$ cat src/rtl/sertx_pkg.sv
package sertx_pkg;

    localparam int unsigned FRAME_W = 10;   // start + 8 data + parity
    localparam int unsigned STOP_W  = 6;    // holds up to 32 ticks

    typedef enum logic [1:0] {
        ST_IDLE = 2'd0,
        ST_BITS = 2'd1,
        ST_STOP = 2'd2
    } tx_state_e;

    typedef struct packed {
        logic [FRAME_W-1:0] bits;        // bit 0 goes out first
        logic [3:0]         nbits;       // start + data + parity
        logic [STOP_W-1:0]  stop_ticks;  // stop interval length in ticks
    } frame_t;

    // Lay out one character: start bit, data LSB first, optional parity.
    function automatic frame_t build_frame(input logic [7:0] data,
                                           input logic [1:0] len,
                                           input logic       par_en,
                                           input logic       par_odd,
                                           input logic       stop_long);
        frame_t     f;
        int         nd;
        logic [7:0] kept;
        nd        = 5 + int'(len);
        kept      = data & (8'hFF >> (2'd3 - len));
        f.bits    = '1;
        f.bits[0] = 1'b0;
        for (int i = 0; i < 8; i++) begin
            if (i < nd) f.bits[i+1] = data[i];
        end
        if (par_en) f.bits[nd+1] = (^kept) ^ par_odd;
        f.nbits = 4'(1 + nd + (par_en ? 1 : 0));
        if (!stop_long)        f.stop_ticks = 6'd16;
        else if (len == 2'd0)  f.stop_ticks = 6'd24;
        else                   f.stop_ticks = 6'd32;
        return f;
    endfunction

endpackage

$ cat src/rtl/sertx_fifo.sv
module sertx_fifo #(
    parameter int unsigned DEPTH  = 64,
    parameter int unsigned DATA_W = 8,
    localparam int unsigned AW    = $clog2(DEPTH),
    localparam int unsigned LVL_W = AW + 1
) (
    input  logic              clk,
    input  logic              rst,
    input  logic              push,
    input  logic [DATA_W-1:0] push_data,
    input  logic              pop,
    output logic [DATA_W-1:0] head,
    output logic              empty,
    output logic              full,
    output logic [LVL_W-1:0]  level,
    output logic              drained
);
    logic [DATA_W-1:0] mem [DEPTH];
    logic [AW-1:0]     wr_ptr, rd_ptr;
    logic [LVL_W-1:0]  count;
    logic              push_ok, pop_ok;

    assign full    = (count == LVL_W'(DEPTH));
    assign empty   = (count == '0);
    assign push_ok = push && !full;
    assign pop_ok  = pop && !empty;
    assign head    = mem[rd_ptr];
    assign level   = count;

    function automatic logic [AW-1:0] bump(input logic [AW-1:0] p);
        return (p == AW'(DEPTH - 1)) ? '0 : p + 1'b1;
    endfunction

    always_ff @(posedge clk) begin
        if (push_ok) mem[wr_ptr] <= push_data;
    end

    always_ff @(posedge clk) begin
        if (rst) begin
            wr_ptr  <= '0;
            rd_ptr  <= '0;
            count   <= '0;
            drained <= 1'b0;
        end else begin
            if (push_ok) wr_ptr <= bump(wr_ptr);
            if (pop_ok)  rd_ptr <= bump(rd_ptr);
            case ({push_ok, pop_ok})
                2'b10:   count <= count + 1'b1;
                2'b01:   count <= count - 1'b1;
                default: count <= count;
            endcase
            drained <= pop_ok && !push_ok && (count == LVL_W'(1));
        end
    end
endmodule

$ cat src/rtl/sertx_tick.sv
module sertx_tick #(
    parameter int unsigned DIV_W = 16
) (
    input  logic             clk,
    input  logic             rst,
    input  logic [DIV_W-1:0] divisor,
    output logic             tick
);
    logic [DIV_W:0] cnt;
    logic [DIV_W:0] limit;

    assign limit = {1'b0, divisor} + 1'b1;
    assign tick  = (cnt >= limit);

    always_ff @(posedge clk) begin
        if (rst)       cnt <= '0;
        else if (tick) cnt <= '0;
        else           cnt <= cnt + 1'b1;
    end
endmodule

$ cat src/rtl/sertx_shift.sv
module sertx_shift
    import sertx_pkg::*;
(
    input  logic       clk,
    input  logic       rst,
    input  logic       tick,
    input  logic       q_empty,
    input  logic [7:0] q_head,
    input  logic [1:0] fmt_len,
    input  logic       fmt_par_en,
    input  logic       fmt_par_odd,
    input  logic       fmt_stop_long,
    output logic       pop,
    output logic       txd,
    output logic       busy
);
    tx_state_e         state;
    frame_t            cur;
    logic [3:0]        sub;      // tick within the current bit
    logic [3:0]        idx;      // bit index within the frame
    logic [STOP_W-1:0] stop_cnt;
    logic              stop_end;

    assign stop_end = (state == ST_STOP) && (stop_cnt == cur.stop_ticks - 1'b1);
    assign pop      = tick && !q_empty && ((state == ST_IDLE) || stop_end);
    assign txd      = (state == ST_BITS) ? cur.bits[0] : 1'b1;
    assign busy     = (state != ST_IDLE);

    always_ff @(posedge clk) begin
        if (rst) begin
            state    <= ST_IDLE;
            cur      <= '{bits: '1, nbits: '0, stop_ticks: '0};
            sub      <= '0;
            idx      <= '0;
            stop_cnt <= '0;
        end else if (pop) begin
            cur      <= build_frame(q_head, fmt_len, fmt_par_en, fmt_par_odd, fmt_stop_long);
            state    <= ST_BITS;
            sub      <= '0;
            idx      <= '0;
        end else if (tick) begin
            case (state)
                ST_BITS: begin
                    sub <= sub + 1'b1;
                    if (sub == 4'd15) begin
                        cur.bits <= {1'b1, cur.bits[FRAME_W-1:1]};
                        if (idx == cur.nbits - 1'b1) begin
                            state    <= ST_STOP;
                            stop_cnt <= '0;
                        end else begin
                            idx <= idx + 1'b1;
                        end
                    end
                end
                ST_STOP: begin
                    if (stop_end) state    <= ST_IDLE;
                    else          stop_cnt <= stop_cnt + 1'b1;
                end
                default: state <= ST_IDLE;
            endcase
        end
    end
endmodule

$ cat src/rtl/sertx_core.sv
module sertx_core #(
    parameter int unsigned DEPTH = 64,
    parameter int unsigned DIV_W = 16,
    localparam int unsigned LVL_W = $clog2(DEPTH) + 1
) (
    input  logic             clk,
    input  logic             rst,
    input  logic             wr_en,
    input  logic [7:0]       wr_data,
    output logic             fifo_full,
    input  logic [DIV_W-1:0] divisor,
    input  logic [1:0]       fmt_len,
    input  logic             fmt_par_en,
    input  logic             fmt_par_odd,
    input  logic             fmt_stop_long,
    output logic             txd,
    output logic             empty_irq,
    output logic             tx_idle
);
    logic             tick;
    logic             pop;
    logic             q_empty;
    logic             busy;
    logic [7:0]       q_head;
    logic [LVL_W-1:0] fifo_level;

    sertx_fifo #(.DEPTH(DEPTH), .DATA_W(8)) u_fifo (
        .clk       (clk),
        .rst       (rst),
        .push      (wr_en),
        .push_data (wr_data),
        .pop       (pop),
        .head      (q_head),
        .empty     (q_empty),
        .full      (fifo_full),
        .level     (fifo_level),
        .drained   (empty_irq)
    );

    sertx_tick #(.DIV_W(DIV_W)) u_tick (
        .clk     (clk),
        .rst     (rst),
        .divisor (divisor),
        .tick    (tick)
    );

    sertx_shift u_shift (
        .clk           (clk),
        .rst           (rst),
        .tick          (tick),
        .q_empty       (q_empty),
        .q_head        (q_head),
        .fmt_len       (fmt_len),
        .fmt_par_en    (fmt_par_en),
        .fmt_par_odd   (fmt_par_odd),
        .fmt_stop_long (fmt_stop_long),
        .pop           (pop),
        .txd           (txd),
        .busy          (busy)
    );

    assign tx_idle = q_empty && !busy;
endmodule

$ cat config.mk
export PLATFORM = sky130hd
export DESIGN_NAME = sertx_core
export DESIGN_NICKNAME = d
export VERILOG_FILES = /design/src/rtl/sertx_pkg.sv /design/src/rtl/sertx_fifo.sv /design/src/rtl/sertx_tick.sv /design/src/rtl/sertx_shift.sv /design/src/rtl/sertx_core.sv
export SDC_FILE = /design/constraint.sdc
export NUM_CORES = 1
export LEC_CHECK = 0
export BUFFER_PORTS_ARGS = -buffer_cell sky130_fd_sc_hd__buf_2
export CAP_MARGIN = 40
export CORE_UTILIZATION = 45
export CTS_BUF_LIST = sky130_fd_sc_hd__clkbuf_16
export DETAILED_ROUTE_END_ITERATION = 8
export GPL_TIMING_DRIVEN = 0
export PLACE_DENSITY = 0.66
export SLEW_MARGIN = 0
export SYNTH_ARGS = -nofsm -noshare
export SYNTH_HDL_FRONTEND = slang
export SYNTH_SLANG_ARGS = --single-unit
$ cat constraint.sdc
create_clock -name clk -period 5.5 [get_ports clk]
set_clock_uncertainty 0.15 [all_clocks]
set_input_delay 0.275 -clock clk [delete_from_list [all_inputs] [get_ports clk]]
set_output_delay 0.275 -clock clk [all_outputs]
set_load 0.05 [all_outputs]
# After elaboration in Yosys (flattened, before gate mapping)

Memory sizes are Yosys's and may differ from the RTL's. A register that Yosys moved wholly into a read port is not among the register bits.
Cells that the tools add are included.
W data, S select, Z words.

Register bits after elaboration: 73
Memories kept: 1
Logic and storage cells: 148
Input bits: 32
Bits in latches: 0
Output and inout port bits: 4
Memory bits (writable): 512
Bits in read-only memories: 0

Mux-type cells: 53
Shift operators: 1
$mul: 0
$add $sub $neg: 15
Eq/ne operators: 18
Reduce and logical (&&, ||, !) cells: 32
Order comparisons: 11
Bitwise gates (word level): 4
Divide/modulo/power cells: 0

Memories:

| name       | words | bits a word | rd ports | clocked after memory_dff | write ports | RTL line         | RTL |
|---|---|---|---|---|---|---|---|
| u_fifo.mem | 64    | 8           | 1        | 1                        | 1           | sertx_fifo.sv:18 | `logic [DATA_W-1:0] mem [DEPTH];` |

Operators by type and width:

| kind                    | count |
|---|---|
| $lt A4 B32 Y1 const A   | 4 |
| $lt A3 B32 Y1 const A   | 2 |
| $mux W6                 | 9 |
| $mux W10                | 5 |
| $ge A32 B1 Y1 const B   | 1 |
| $lt A1 B32 Y1 const A   | 1 |
| $lt A2 B32 Y1 const A   | 1 |
| $lt A32 B6 Y1 const B   | 1 |
| $mux W1                 | 31 |
| $add A6 B1 Y6 const B   | 3 |
| $add A16 B1 Y17 const B | 1 |
| $add A17 B1 Y17 const B | 1 |
| $ge A17 B17 Y1          | 1 |
| $pmux W7 S2             | 1 |
| $eq A6 B6 Y1 const B    | 2 |
| $pmux W6 S2             | 1 |
| $reduce_and A4 Y1       | 3 |
| $reduce_bool A2 Y1      | 6 |
| $bwmux W10              | 1 |
| $logic_and A1 B1 Y1     | 9 |
| $add A4 B1 Y4 const B   | 2 |
| $and A8 B8 Y8           | 1 |
| $reduce_xor A8 Y1       | 1 |
| $shr A8 B2 Y8 const A   | 1 |
| 32 further kinds        | 45 |

# Longest topological paths before layout

Depth in word-level cells: 10
Gate-level depth with buffers: 24
Depth with buffers taken out: 22

# Modules after synthesis

A second synthesis with hierarchy kept.

Cell total of the unflattened synthesis: 1409
Area total of the unflattened synthesis: 24481.0 um^2

Modules (own cells, without submodules):

| module      | seq. area each (um^2) | area an instance (um^2) | cells an instance | instances |
|---|---|---|---|---|
| sertx_fifo  | 15895.2               | 20978.9                 | 1007              | 1 |
| sertx_shift | 660.6                 | 2075.7                  | 232               | 1 |
| sertx_tick  | 340.3                 | 1412.6                  | 169               | 1 |
| sertx_core  | 0.0                   | 13.8                    | 1                 | 1 |

# Worst setup path before layout

OpenSTA, ideal clock, no wires.

Kind: register to register
Start: register u_fifo.count[0], in the netlist u_fifo.level[0]
End: register u_fifo.count[6], in the netlist u_fifo.level[6]
Setup time: 128 ps
Buffers on the path: 2
Cell stages (with the launch flop): 18
Path slack: 1409 ps
Data arrival time: 3813 ps
Required time: 5222 ps
Clock period less this slack: 4091 ps
Path through: dfxtp_1 -> inv_1 -> ha_1 -> nor2b_1 -> nand2_1 -> nor4_1 -> nor2b_1 -> clkbuf_1 -> inv_1 -> ha_1 -> clkbuf_1 -> nand2b_1 -> nor3_1 -> nand2_1 -> nor3_1 -> a31oi_1 -> xor2_1 -> nor2_1

Elaborated cells between the ends (all ways): 14
Those cells by class: 2 x add/sub; 3 x eq/ne; 1 x mux; 8 x reduce/logical

RTL lines:

| what                                                     | RTL line         | RTL |
|---|---|---|
| start, declared                                          | sertx_fifo.sv:20 | `logic [LVL_W-1:0] count;` |
| start signal, assigned                                   | sertx_fifo.sv:48 | `2'b10: count <= count + 1'b1;` |
| start signal, assigned                                   | sertx_fifo.sv:49 | `2'b01: count <= count - 1'b1;` |
| start signal, assigned                                   | sertx_fifo.sv:50 | `default: count <= count;` |
| $eq A7 B7 Y1 (*)                                         | sertx_fifo.sv:23 | `assign full = (count == LVL_W'(DEPTH));` |
| named net fifo_full                                      | sertx_core.sv:10 | `output logic fifo_full,` |
| $logic_not A1 Y1 (*)                                     | sertx_fifo.sv:25 | `assign push_ok = push && !full;` |
| $logic_and A1 B1 Y1 (*)                                  | sertx_fifo.sv:25 |  |
| $eq A2 B1 Y1 / $eq A2 B2 Y1 (equally long branches)      | sertx_fifo.sv:47 | `case ({push_ok, pop_ok})` |
| $pmux W7 S2 / $reduce_bool A2 Y1 (equally long branches) | n/a              |  |

Mark *: on every way through the listed nets, which the timed path passes. The rest lies on a longest branch.
A chain may end at the register's enable or synchronous reset.

==> results.sh <==
export IMPL_synthCells=1408
export IMPL_n_fill_cell=4209
export IMPL_initialDrtViolationCount=1730
export IMPL_cp_end_kind="flip-flop"
export IMPL_grt_pass1_vias=13400
export IMPL_num_vias=13400
export IMPL_synth_top_area_share_pct=63.1
export IMPL_cts_sinks=588
export IMPL_initial_core_util_pct=45.9
export IMPL_min_path_type="primary input to flip-flop"
export IMPL_worstSetupPathType="flip-flop to flip-flop"
export IMPL_io_pins=36
export IMPL_rows=84
export IMPL_dr_pass1_iters=5
export IMPL_min_period_over_period_pct=97.1
export IMPL_hold_viol=0
export IMPL_internal_power_w=0.00713
export IMPL_max_freq_mhz=187
export IMPL_slew_headroom_pct=38.6
export IMPL_syn_area_mm2=0.0244
export IMPL_tns_ns=0
export IMPL_ys_dominant_reg_cell="edfxtp_1"
export IMPL_clockBufferDepth=3
export IMPL_gp_congestion=0.922
export IMPL_port_buffers=34
export IMPL_multi_input_area_mm2=0.00703
export IMPL_fin_ws_ns=0.157
export IMPL_grt_busiest_layer="met2"
export IMPL_cts_tree="yes"
export IMPL_crit_required_ns=5.84
export IMPL_ys_types=64
export IMPL_dieArea_mm2=0.0551
export IMPL_yosys_area_top_type="edfxtp_1"
export IMPL_rsz0062_at_grt="no"
export IMPL_yosys_top_cells_area="edfxtp_1 63%, mux4_2 13%, dfxtp_1 6.2%"
export IMPL_insertion_delay_ns=0.63
export IMPL_htree_num_levels=2
export IMPL_cts_made_buffers=58
export IMPL_dp_slack_ns=0.379
export IMPL_wl_per_cell_um=26.4
export IMPL_regArea_mm2=0.0169
export IMPL_swShare_pct=20.4
export IMPL_wirelength_um=59900
export IMPL_cts_root_buf="clkbuf_16"
export IMPL_syn_nets=1481
export IMPL_ys_warn_count=0
export IMPL_p_per_area_mw_per_mm2=324
export IMPL_hpwl_um=40400
export IMPL_status="complete, no violations"
export IMPL_seqPwrFrac_pct=54.4
export IMPL_grt_use_total_pct=22.1
export IMPL_synth_area_per_cell_um2=17.3
export IMPL_combPwrFrac_pct=2.9
export IMPL_die_width_um=235
export IMPL_vias_per_cell=5.93
export IMPL_crit_arrival_ns=5.68
export IMPL_power_switching_w=0.00183
export IMPL_async_flop_share_pct=0
export IMPL_cts_setup_buffers=0
export IMPL_ir_drop_mv=0.265
export IMPL_synth_edf_count=512
export IMPL_cp_max_fo=10
export IMPL_nets=1609
export IMPL_antenna_found_initial=1
export IMPL_grt_overflow=0
export IMPL_yosys_register_bits=588
export IMPL_cts_clk_slew_worst_paths_ns=0.06
export IMPL_n_antenna_cell=0
export IMPL_drv_cap=0
export IMPL_r2r_slack_ns=0.16
export IMPL_use_met1_pct=30.8
export IMPL_gr_usage_met2_pct=34.6
export IMPL_fin_crit_ns=5.34
export IMPL_worstMarginPinSlew_ns=0.918
export IMPL_drc=0
export IMPL_areaGrowthSynthToFinish_pct=13.4
export IMPL_postRouteAntennaNets=0
export IMPL_p_leak_nw=8.88
export IMPL_final_max_slew_viol_count=0
export IMPL_core_area_mm2=0.0531
export IMPL_worst_setup_path_start_kind="flip-flop"
export IMPL_grt_met3_usage_pct=4.42
export IMPL_p_clk_share_pct=42.7
export IMPL_grt_max_degree=49
export IMPL_synth_seq_area_share_pct=69.3
export IMPL_drive_gt1_share_pct=20.8
export IMPL_die_h_um=235
export IMPL_setup_violations=0
export IMPL_grt_pass1_wl_um=88600
[kinds of logic after synthesis]
kind of cell             Yosys count  share of synthesized area (%)
AO/OA/AOI/OAI                    112                           3.07
buffers and inverters             94                           1.89
XOR/XNOR                          66                           2.48
adder cells (fa/ha/maj)           41                           2.10
AND/OR/NAND/NOR                  332                           6.48
multiplexers                     175                           14.7
flip-flops                       588                           69.3
[metrics by stage]
stage | std cells | hold slack [ns] | utilization [%] | instance area, um^2 | total power (W)
finish | 2264 | 0.0346 | 52.1 | 27700 | 0.00895
CTS | 2262 | 0.000816 | 52.1 | 27600 | 0.00901
detailed placement | 2155 | 0.314 | 48.5 | 25800 | 0.00522
global placement | 2130 | 0.310 | 47.9 | 25400 | 0.00519
global route | 2264 | 0.0273 | 52.1 | 27700 | 0.00920
floorplan | 1408 | 0.224 | - | 24400 | 0.00508
[area by class of cell]
cell class	count	share of cell area (%)
buffer	70	1.34
clock inverter	42	1.31
clock buffer	58	5.25
timing repair buffer	68	2.17
tap	688	3.11
sequential	588	61.1
multi-input combinational	726	25.4
inverter	24	0.326
[worst paths after layout]
path                                startpoint                end  cells past startpoint
worst max-delay path                 flip-flop    u_shift.cur[15]                     14
worst min-delay path                wr_data[3]  u_fifo.mem[12][3]                      1
worst max register to register       flip-flop    u_shift.cur[15]                     14
worst min register to register  u_shift.cur[5]     u_shift.cur[5]                      2
[power by group through the flow]
stage | logic, W | registers (W) | clock network [W]
2_1_floorplan | 0.000114 | 0.00496 | 0
3_3_place_gp | 0.000227 | 0.00497 | 0
3_5_place_dp | 0.000253 | 0.00496 | 0
4_1_cts | 0.000258 | 0.00487 | 0.00388
5_1_grt | 0.000280 | 0.00487 | 0.00405
6_report | 0.000260 | 0.00487 | 0.00383
[worst max-delay path, cell delays in order, from the launching register on]
cell and delay [ns]:
dfxtp_1 0.31, buf_2 0.31, buf_2 0.44, buf_2 0.46, buf_1 0.47, buf_8 0.23, mux4_2 0.34, o22ai_1 0.42
nor4_1 0.09, mux2i_1 0.50, xnor2_1 0.17, xnor2_1 0.22, xnor3_1 0.42, or3_4 0.38, o31a_1 0.29
[per-layer routing]
layer	up-vias	routed length, um
li1	5830	-
met4	0	1770
met3	111	4730
met5	-	0
met2	595	28200
met1	6897	25200
[layout by cell type, fill, tap and decap left out, types with 8 or more instances in the layout]
cell type / netlist / final
nand4_1: 13 / 13
clkbuf_16: 0 / 58
nand2_1: 54 / 54
o22ai_1: 10 / 10
and3_1: 12 / 12
inv_1: 22 / 38
ha_1: 41 / 41
nand2b_1: 9 / 9
nor3_1: 13 / 13
dfxtp_1: 76 / 76
buf_2: 15 / 49
o21ai_0: 21 / 21
nor4_1: 8 / 8
mux2i_1: 28 / 28
a21oi_1: 25 / 25
edfxtp_1: 512 / 512
clkbuf_1: 35 / 35
a21o_1: 9 / 9
mux4_2: 146 / 146
buf_4: 2 / 13
xor2_1: 28 / 28
nor2b_1: 14 / 14
nand3_1: 40 / 40
xnor2_1: 36 / 36
clkinv_1: 0 / 8
nor2_1: 134 / 134
buf_6: 11 / 14
[what timing repair did]
item                                   CTS  global route
hold buffers                             7             0
gates resized for setup                  0             0
endpoints found under the hold margin   60             0
[sequential cells by signal (all words and copies together), names as in the netlist, named ones only]
name,count
u_shift.state,2
u_fifo.drained,1
u_fifo.level,7
u_tick.cnt,17
u_shift.cur,17
u_fifo.rd_ptr,6
u_shift.sub,4
u_shift.idx,4
u_shift.stop_cnt,6
u_fifo.wr_ptr,6
u_fifo.mem,512
[synth_stat cells, drive strengths merged (5+ instances only)]
master / count
nand3: 40
xor2: 28
nand2: 54
a31oi: 5
or3: 5
a21o: 9
nand4: 13
or3b: 5
a21oi: 25
or2: 6
inv: 24
buf: 35
nor4: 8
a22oi: 6
nand2b: 9
nor3: 13
nor2b: 14
a211oi: 7
xnor2: 36
o21ai: 22
nor2: 134
and3: 12
clkbuf: 35
edfxtp: 512
mux2i: 28
o211ai: 5
ha: 41
dfxtp: 76
nand3b: 6
o22ai: 10
and2: 5
mux4: 146
Note: power is estimated with default switching activity, not from simulation.
